$ cat src/rtl/fpc_pkg.sv
package fpc_pkg;
  typedef enum logic [1:0] {
    PM_STANDBY = 2'b00,
    PM_ACTIVE  = 2'b01,
    PM_DEEP    = 2'b10
  } pwr_mode_e;

  localparam int unsigned OPW_DEF = 8;
  localparam logic [7:0] OP_SLEEP_DEF = 8'hB9;
  localparam logic [7:0] OP_WAKE_DEF  = 8'hAB;
  localparam logic [7:0] OP_WREN_DEF  = 8'h06;
  localparam logic [7:0] OP_WRDI_DEF  = 8'h04;
endpackage

$ cat src/rtl/fpc_op_capture.sv
module fpc_op_capture #(
  parameter int unsigned OPW = 8
) (
  input  logic           clk,
  input  logic           rst,
  input  logic           cs_n,
  input  logic           op_valid,
  input  logic [OPW-1:0] opcode,
  output logic           commit,
  output logic [OPW-1:0] commit_op
);
  logic           cs_q;
  logic           pend_v;
  logic [OPW-1:0] pend_op;

  always_ff @(posedge clk) begin
    if (rst) begin
      cs_q    <= 1'b1;
      pend_v  <= 1'b0;
      pend_op <= '0;
    end else begin
      cs_q <= cs_n;
      if (cs_n) begin
        pend_v <= 1'b0;
      end else if (op_valid && !pend_v) begin
        pend_v  <= 1'b1;
        pend_op <= opcode;
      end
    end
  end

  // the instruction is acted on at the first clock after select closes
  assign commit    = cs_n && !cs_q && pend_v;
  assign commit_op = pend_op;

  // the first opcode held in a selection is never replaced
  p_first_strobe_kept_r4: assert property (@(posedge clk) disable iff (rst)
    (pend_v && !cs_n) |=> $stable(pend_op));
  // a capture never survives into the next selection
  p_pending_dropped_r4: assert property (@(posedge clk) disable iff (rst)
    commit |=> !pend_v);
endmodule

$ cat src/rtl/fpc_mode_fsm.sv
module fpc_mode_fsm
  import fpc_pkg::*;
(
  input  logic      clk,
  input  logic      rst,
  input  logic      cs_n,
  input  logic      busy,
  input  logic      enter_dp,
  input  logic      release_dp,
  output pwr_mode_e mode_q,
  output pwr_mode_e mode_d
);
  pwr_mode_e awake_mode;

  always_comb begin
    awake_mode = (!cs_n || busy) ? PM_ACTIVE : PM_STANDBY;
    if (mode_q == PM_DEEP) begin
      mode_d = release_dp ? awake_mode : PM_DEEP;
    end else if (enter_dp) begin
      mode_d = PM_DEEP;
    end else begin
      mode_d = awake_mode;
    end
  end

  always_ff @(posedge clk) begin
    if (rst) mode_q <= PM_STANDBY;
    else     mode_q <= mode_d;
  end

  // selection forces active outside deep sleep
  p_select_active_r2: assert property (@(posedge clk) disable iff (rst)
    (!cs_n && mode_q != PM_DEEP && !enter_dp) |=> (mode_q == PM_ACTIVE));
  // running internal cycle keeps the part active
  p_busy_active_r3: assert property (@(posedge clk) disable iff (rst)
    (busy && mode_q != PM_DEEP && !enter_dp) |=> (mode_q == PM_ACTIVE));
  // deep sleep is left only through the wake opcode
  p_deep_sticky_r6: assert property (@(posedge clk) disable iff (rst)
    (mode_q == PM_DEEP && !release_dp) |=> (mode_q == PM_DEEP));
  // sleep commit lands in deep sleep
  p_sleep_enters_r5: assert property (@(posedge clk) disable iff (rst)
    enter_dp |=> (mode_q == PM_DEEP));
endmodule

$ cat src/rtl/fpc_recovery_timer.sv
module fpc_recovery_timer #(
  parameter int unsigned CYCLES = 8
) (
  input  logic clk,
  input  logic rst,
  input  logic start,
  output logic rec_q,
  output logic rec_d
);
  localparam int unsigned CW = $clog2(CYCLES + 1);

  logic [CW-1:0] cnt_q;
  logic [CW-1:0] cnt_d;

  always_comb begin
    if (start) begin
      cnt_d = CW'(CYCLES);
      rec_d = 1'b1;
    end else begin
      cnt_d = (cnt_q != '0) ? cnt_q - CW'(1) : '0;
      rec_d = (cnt_q > CW'(1));
    end
  end

  always_ff @(posedge clk) begin
    if (rst) begin
      cnt_q <= '0;
      rec_q <= 1'b0;
    end else begin
      cnt_q <= cnt_d;
      rec_q <= rec_d;
    end
  end

  // window opens on the wake commit
  p_window_opens_r8: assert property (@(posedge clk) disable iff (rst)
    start |=> rec_q);
  // window closes when the count runs out
  p_window_closes_r8: assert property (@(posedge clk) disable iff (rst)
    (rec_q && cnt_q == CW'(1) && !start) |=> !rec_q);

  initial begin
    if (CYCLES < 1) $error("CYCLES must be at least 1");
  end
endmodule

$ cat src/rtl/fpc_wel_latch.sv
module fpc_wel_latch #(
  parameter int unsigned   OPW     = 8,
  parameter logic [OPW-1:0] OP_SET = 8'h06,
  parameter logic [OPW-1:0] OP_CLR = 8'h04
) (
  input  logic           clk,
  input  logic           rst,
  input  logic           commit,
  input  logic [OPW-1:0] commit_op,
  input  logic           gate,
  output logic           wel_q
);
  always_ff @(posedge clk) begin
    if (rst) begin
      wel_q <= 1'b0;
    end else if (commit && gate) begin
      if (commit_op == OP_SET)      wel_q <= 1'b1;
      else if (commit_op == OP_CLR) wel_q <= 1'b0;
    end
  end

  // a blocked instruction leaves the latch untouched
  p_latch_frozen_r7: assert property (@(posedge clk) disable iff (rst)
    !gate |=> $stable(wel_q));
endmodule

$ cat src/rtl/flash_pwr_ctrl.sv
module flash_pwr_ctrl
  import fpc_pkg::*;
#(
  parameter int unsigned    OPW             = OPW_DEF,
  parameter int unsigned    RECOVERY_CYCLES = 8,
  parameter logic [OPW-1:0] OP_SLEEP        = OP_SLEEP_DEF,
  parameter logic [OPW-1:0] OP_WAKE         = OP_WAKE_DEF,
  parameter logic [OPW-1:0] OP_WREN         = OP_WREN_DEF,
  parameter logic [OPW-1:0] OP_WRDI         = OP_WRDI_DEF
) (
  input  logic           clk,
  input  logic           rst,
  input  logic           cs_n,
  input  logic           op_valid,
  input  logic [OPW-1:0] opcode,
  input  logic           busy,
  output logic [1:0]     mode,
  output logic           accept,
  output logic           recovering,
  output logic           wel
);
  logic           commit;
  logic [OPW-1:0] commit_op;
  logic           enter_dp;
  logic           release_dp;
  logic           rec_q;
  logic           rec_d;
  logic           accept_q;
  pwr_mode_e      mode_q;
  pwr_mode_e      mode_d;

  fpc_op_capture #(.OPW(OPW)) u_capture (
    .clk      (clk),
    .rst      (rst),
    .cs_n     (cs_n),
    .op_valid (op_valid),
    .opcode   (opcode),
    .commit   (commit),
    .commit_op(commit_op)
  );

  assign enter_dp   = commit && (commit_op == OP_SLEEP) && accept_q;
  assign release_dp = commit && (commit_op == OP_WAKE) && (mode_q == PM_DEEP);

  fpc_mode_fsm u_fsm (
    .clk       (clk),
    .rst       (rst),
    .cs_n      (cs_n),
    .busy      (busy),
    .enter_dp  (enter_dp),
    .release_dp(release_dp),
    .mode_q    (mode_q),
    .mode_d    (mode_d)
  );

  fpc_recovery_timer #(.CYCLES(RECOVERY_CYCLES)) u_timer (
    .clk  (clk),
    .rst  (rst),
    .start(release_dp),
    .rec_q(rec_q),
    .rec_d(rec_d)
  );

  fpc_wel_latch #(.OPW(OPW), .OP_SET(OP_WREN), .OP_CLR(OP_WRDI)) u_wel (
    .clk      (clk),
    .rst      (rst),
    .commit   (commit),
    .commit_op(commit_op),
    .gate     (accept_q),
    .wel_q    (wel)
  );

  always_ff @(posedge clk) begin
    if (rst) accept_q <= 1'b1;
    else     accept_q <= (mode_d != PM_DEEP) && !rec_d;
  end

  assign mode       = mode_q;
  assign accept     = accept_q;
  assign recovering = rec_q;

  // no instruction is accepted in deep sleep
  p_deep_blocks_r5: assert property (@(posedge clk) disable iff (rst)
    (mode_q == PM_DEEP) |-> !accept_q);
  // no instruction is accepted while recovering
  p_recover_blocks_r8: assert property (@(posedge clk) disable iff (rst)
    rec_q |-> !accept_q);
  // wake outside deep sleep starts no window
  p_wake_outside_r10: assert property (@(posedge clk) disable iff (rst)
    (commit && commit_op == OP_WAKE && mode_q != PM_DEEP && !rec_q) |=> !rec_q);
endmodule

$ cat config.mk
export PLATFORM = sky130hd
export DESIGN_NAME = flash_pwr_ctrl
export DESIGN_NICKNAME = d
export VERILOG_FILES = /design/src/rtl/fpc_pkg.sv /design/src/rtl/fpc_op_capture.sv /design/src/rtl/fpc_mode_fsm.sv /design/src/rtl/fpc_recovery_timer.sv /design/src/rtl/fpc_wel_latch.sv /design/src/rtl/flash_pwr_ctrl.sv
export SDC_FILE = /design/constraint.sdc
export NUM_CORES = 1
export LEC_CHECK = 0
export BUFFER_PORTS_ARGS = -buffer_cell sky130_fd_sc_hd__buf_2
export CAP_MARGIN = 30
export CORE_MARGIN = 2
export CORE_UTILIZATION = 54
export CTS_CLUSTER_DIAMETER = 150
export DETAILED_ROUTE_END_ITERATION = 7
export PLACE_DENSITY = 0.86
export SYNTH_ARGS = -nofsm -noshare
export SYNTH_HDL_FRONTEND = slang
export SYNTH_SLANG_ARGS = --single-unit
$ cat constraint.sdc
create_clock -name clk -period 2.6 [get_ports clk]
set_input_delay 0.26 -clock clk [delete_from_list [all_inputs] [get_ports clk]]
set_output_delay 0.26 -clock clk [all_outputs]
set_load 0.02 [all_outputs]
==> results.yml, run 1 <==
outcome:
  status: "completed"
global_route:
  gr-total-overflow: 0
  grt.busiest_layer: "met2"
  grtUsageTotal_pct: 18.8
  grt_max_degree: 19
  grt_use_met1_pct: 22.1
  grt_pass1_vias: 637
  grt_antenna_before_repair: 0
  grt_util_met3_pct: 3.88
  met2_usage_pct: 31.4
  grt_pass1_wl_um: 2610
logic_synthesis:
  yosysSeqAreaShare_pct: 47.4
  synth-compound-area-share_pct: 8.58
  synth_area_um2: 802
  synth-adder-area-share_pct: 4.68
  yosysUniqueCellTypes: 25
  synthMuxAreaShare_pct: 12.5
  synth_top_family_by_area: "simple AND/OR/NAND/NOR gates"
  netlist_instances: 79
  synth-simple-area-share_pct: 23.4
  syn-num-nets: 95
  synth_xor_xnor_area_share_pct: 0
  yosys_warnings: 0
  syn_avg_cell_area_um2: 10.2
  synth_seq_cells: 19
drt:
  wl_per_cell_um: 13.1
  vias: 643
  avgViaCountPerCell: 5.69
  drc: 0
  routed_wl_um: 1490
  drt_iter0_drc: 10
  postRouteAntennaNets: 0
  dr.pass1.iters: 4
min_path:
  hold_class: "in2reg"
place:
  portBuffers: 17
  place_congestion: 0.697
  dpl_cell_area_um2: 901
  hpwl_um: 1100
pwr:
  p_leak_uw: 0.000403
  powerDensity_nw_per_um2: 746
  swShare_pct: 31.1
  seqPwrFrac_pct: 52.2
  internal-power_uw: 477
  irDropWorstVdd_mv: 0.497
  clkPwrFrac_pct: 21.1
  switchingPower_uw: 216
  pwr-share-comb_pct: 26.8
clock_tree:
  cts_tree: "yes"
  cts_resized: 0
  htreeDepth: 1
  clk_latency_ps: 290
  hold_buffers: 0
  clk_pin_slew_ps: 110
  numCtsBuffers: 3
  post_cts.repair.setup_buffers: 0
  cts_root_buffer: "clkbuf_4"
  clock_path_buffers: 2
  cts.sinks: 19
layout:
  antenna_cells: 0
  nets: 115
  final_area_um2: 928
  syn2layout_area_growth_pct: 15.8
  drive_gt1_share_pct: 28.6
sta:
  tightest_slew_ps: 498
  period_share_pct: 58.3
  fin_crit_ps: 1520
  fmax_ghz: 0.660
  fin_skew_ps: 8.83
  tns_ps: 0
  rsz0062_at_grt: "false"
  slew_viol_final: 0
  finalSetupViolCount: 0
  slew_headroom_pct: 66.5
  hold_viol_final: 0
floorplan:
  dieArea_um2: 1810
  num_io_pins: 18
  die_h_um: 42.5
  start_util_pct: 59.4
  core_um2: 1350
  std_cell_rows: 13
  die_w_um: 42.5
worst_setup_path:
  cp.arrival_ps: 1720
  slowest_delay_ps: 540
  criticalPathCategory: "reg2reg"
  cp_cell_sequence: "and4b_1 > nand3b_2 > or4_4 > a41o_1"
  worstSetupStartpointType: "flip-flop"
  slowest_stage: "or4_4"
  worstPathMaxFanout: 3
  required_ps: 2800
  endpoint_kind: "flip-flop"
flow_run:
  cap_violations: 0
[power by group through the flow]
stage	logic [uW]	clock network [uW]	registers (uW)
after floorplan	124	0	377
after global placement	177	0	366
after detailed placement	184	0	367
after CTS	186	153	360
after global routing	213	160	368
final	185	146	361
[cell families after synthesis]
logic type | Yosys count
flops | 19
compound gates | 10
simple gates | 30
mux | 10
fa+ha+maj | 3
buf+inv | 7
[cell type report]
| class | count | area, um^2 |
|---|---|---|
| repair buffers | 18 | 92.6 |
| fillers | 120 | 422 |
| flip-flops and latches | 19 | 380 |
| multi-input cells | 53 | 394 |
| inverters | 4 | 15.0 |
| well taps | 15 | 18.8 |
| clock inverters | 1 | 5.00 |
| clock buffers | 3 | 22.5 |
[metrics by stage]
stage                     hold slack (ps)  utilization (%)  instances  total power [uW]  worst slack [ps]
after CTS                             187             68.8        113               699              1060
after floorplan                       376                -         79               501              1140
after detailed placement              492             66.7        109               551              1070
after global placement                474             66.7        109               543              1120
final                                 195             68.8        113               692              1080
after global routing                  200             68.8        113               741               935
[cell usage after synthesis, drive strengths merged]
cell type / count / share of area (%)
a2111oi: 2 / 2.2
a21oi: 4 / 2.5
a31oi: 1 / 0.78
a41o: 1 / 1.2
and4b: 2 / 2.5
buf: 1 / 0.62
clkbuf: 2 / 0.94
dfxtp: 19 / 47
ha: 3 / 4.7
inv: 4 / 1.9
mux2i: 10 / 12
nand2b: 1 / 1.7
nand3b: 2 / 2.3
nand4: 1 / 0.78
nand4b: 1 / 1.1
nor2: 13 / 6.1
nor3: 3 / 1.9
nor3b: 1 / 0.94
nor4: 2 / 2.3
o21a: 2 / 1.9
or2: 2 / 1.6
or3: 1 / 0.78
or4: 1 / 1.4
[critical path: cells and delay by family (launching register included)]
family             cells  cell delay [ps]
and+or+nand+nor        3              860
DFF                    1              370
AOI/OAI and AO/OA      1              190
[path summary, 6_finish.rpt]
check | from | endpoint | slack (ps) | depth (start not counted)
min reg2reg | u_wel.wel_q$_SDFFE_PP0P_ | u_wel.wel_q$_SDFFE_PP0P_ | 510 | 2
max reg2reg | u_capture.commit_op[5]$_SDFFE_PP0P_ | accept$_SDFF_PP1_ | 1080 | 4
max | u_capture.commit_op[5]$_SDFFE_PP0P_ | accept$_SDFF_PP1_ | 1080 | 4
min | opcode[2] | u_capture.commit_op[2]$_SDFFE_PP0P_ | 190 | 3
[registers in the layout (all words and copies together), names as in the netlist]
name / count
u_capture.commit_op: 8
u_timer.cnt_q: 4
u_capture.cs_q: 1
u_capture.pend_v: 1
u_wel.wel_q: 1
u_timer.rec_q: 1
u_fsm.mode_q: 2
accept: 1
[routing by layer]
layer	share of wire, %	up-vias
li1	-	322
met1	46	303
met2	49	16
met3	4.5	2
met4	1.1	0
met5	0	-
[placed cells by master (no fill, tap or decap), drive strengths merged, types with 2 or more instances in the layout]
cell,count
ha,3
nor3,3
or2,2
a2111oi,2
and4b,2
clkbuf,3
inv,4
nor4,2
nand3b,2
o21a,2
nor2,13
dfxtp,19
buf,18
mux2i,10
a21oi,4
Power figures use the tool's default switching activity.
==> run 2, diff against run 1 <==
Settings changed: ABC_AREA set to 1, CORE_UTILIZATION 54 to 51, PLACE_DENSITY 0.86 to 0.81.
Clock period 2.6 ns to 1.5 ns, I/O delays scaled along.
==> results.yml, run 2 <==
drt:
  postRouteAntennaNets: 0
  routed_wl_um: 1460
  avgViaCountPerCell: 5.06
  vias: 708
  drt_iter0_drc: 17
  dr.pass1.iters: 4
  drc: 0
  wl_per_cell_um: 10.5
clock_tree:
  cts_root_buffer: "clkbuf_4"
  cts_resized: 0
  htreeDepth: 1
  numCtsBuffers: 3
  post_cts.repair.setup_buffers: 0
  clock_path_buffers: 2
  cts.sinks: 19
  clk_pin_slew_ps: 100
  clk_latency_ps: 300
  cts_tree: "yes"
  hold_buffers: 0
logic_synthesis:
  syn_avg_cell_area_um2: 7.97
  synth.most_common_cell: "dfxtp_1"
  synth_seq_cells: 19
  synth_edf_count: 0
  yosys.area.top_type: "dfxtp_1"
  netlist_instances: 105
  synth_area_um2: 837
  synth_commonest_cells: "dfxtp_1 (19), inv_1 (18), a21oi_1 (12)"
  synthArstFlopShare_pct: 0
  synth_flop_cell: "dfxtp_1"
  yosysUniqueCellTypes: 20
  yosysTopAreaCellShare_pct: 45.4
  yosys_warnings: 0
  yosys-top-cells-area: "dfxtp_1 (45%), inv_1 (8.1%), a21oi_1 (7.2%)"
  yosysSeqAreaShare_pct: 45.4
  syn-num-nets: 121
layout:
  nets: 141
  finalCoreUtilization_pct: 62.5
  drive_gt1_share_pct: 25.8
  syn2layout_area_growth_pct: 13.8
  antenna_cells: 0
  final_common_cell: "dfxtp_1"
  largest_reg_flops: 8
  most-common-layout-cells: "dfxtp_1 (19), inv_1 (18), buf_2 (17)"
  final_area_um2: 952
pwr:
  powerDensity_nw_per_um2: 1450
  p_leak_uw: 0.000455
  irDropWorstVdd_mv: 0.842
min_path:
  hold_class: "in2reg"
floorplan:
  die_w_um: 44.5
  core_um2: 1520
  num_io_pins: 18
  start_util_pct: 54.9
  std_cell_rows: 14
  dieArea_um2: 1980
  die_h_um: 44.5
worst_setup_path:
  cp.arrival_ps: 1370
  endpoint_kind: "flip-flop"
  criticalPathCategory: "reg2reg"
  worstPathMaxFanout: 3
  required_ps: 1740
  worstSetupStartpointType: "flip-flop"
sta:
  tightest_slew_ps: 370
  rsz0062_at_grt: "false"
  slew_viol_final: 0
  tns_ps: 0
  period_share_pct: 75.0
  fmax_ghz: 0.889
  fin_crit_ps: 1130
  fin_skew_ps: 5.29
  slew_headroom_pct: 75.3
  finalSetupViolCount: 0
  hold_viol_final: 0
global_route:
  grt_max_degree: 17
  grt_antenna_before_repair: 0
  grtUsageTotal_pct: 17.2
  gr-total-overflow: 0
  grt_pass1_vias: 637
  grt_pass1_wl_um: 2470
place:
  hpwl_um: 1140
  place_congestion: 0.822
  portBuffers: 17
  dpl_cell_area_um2: 926
flow_run:
  cap_violations: 0
outcome:
  status: "completed"
run 2: cell count changes in the layout (fill, tap and decap cells not counted), moves of 3 or more:
cell | before | now
a21oi_1 | 4 | 12
inv_1 | 4 | 18
mux2i_1 | 10 | 0
nand2_1 | 0 | 10
nand2_2 | 0 | 3
nand3_1 | 0 | 4
nor2_1 | 13 | 10
nor2_2 | 0 | 5
o21ai_0 | 0 | 7
run 2: logic make-up after synthesis:
kind of cell | count (synthesis) | share of synthesized area [%]
xor+xnor | 2 | 2.09
fa+ha+maj | 3 | 4.48
compound gates | 21 | 12.6
simple gates | 39 | 25.0
buf+inv | 21 | 10.5
flops | 19 | 45.4
run 2: critical path, cell delays in order (launching register included):
cell     delay, ps
dfxtp_1        340
inv_1          100
ha_1           190
nor2_1          60
nor3_1         200
nand4_1        130
nand2_1         60
run 2: worst paths after layout:
| path | from | endpoint | depth (start not counted) | slack, ps |
|---|---|---|---|---|
| setup / recovery | u_timer.cnt_q[0]$_SDFF_PP0_ | accept$_SDFF_PP1_ | 6 | 370 |
| hold / removal | rst | u_fsm.mode_q[1]$_SDFF_PP0_ | 2 | 40 |
| hold reg to reg | u_timer.cnt_q[0]$_SDFF_PP0_ | u_timer.cnt_q[0]$_SDFF_PP0_ | 1 | 460 |
| setup reg to reg | u_timer.cnt_q[0]$_SDFF_PP0_ | accept$_SDFF_PP1_ | 6 | 370 |
run 2: per-stage QoR:
step	instances	hold WS, ps	setup slack (ps)	total power, uW
floorplan	105	216	485	1040
CTS	140	34.0	381	1400
global route	140	38.4	278	1480
global placement	136	361	466	1120
detailed placement	136	357	395	1140
finish	140	39.1	375	1380
run 2: cell type report:
| class | instances | area (um^2) |
|---|---|---|
| tap | 16 | 20.0 |
| clock buffer | 4 | 26.3 |
| inverter | 19 | 71.3 |
| sequential | 19 | 380 |
| fill | 140 | 572 |
| timing repair buffer | 17 | 85.1 |
| multi-input combinational | 65 | 369 |
run 2: power by group:
group | internal [uW] | switching [uW]
clock | 104 | 155
combinational | 199 | 270
sequential | 604 | 53.5
run 2: metal layers:
layer	vias to the layer above	global-route usage, %	part of all wire, %
li1	370	-	-
met1	321	19.9	46
met2	11	28.4	47
met3	6	2.45	3.3
met4	0	12.7	3.1
met5	-	0	0
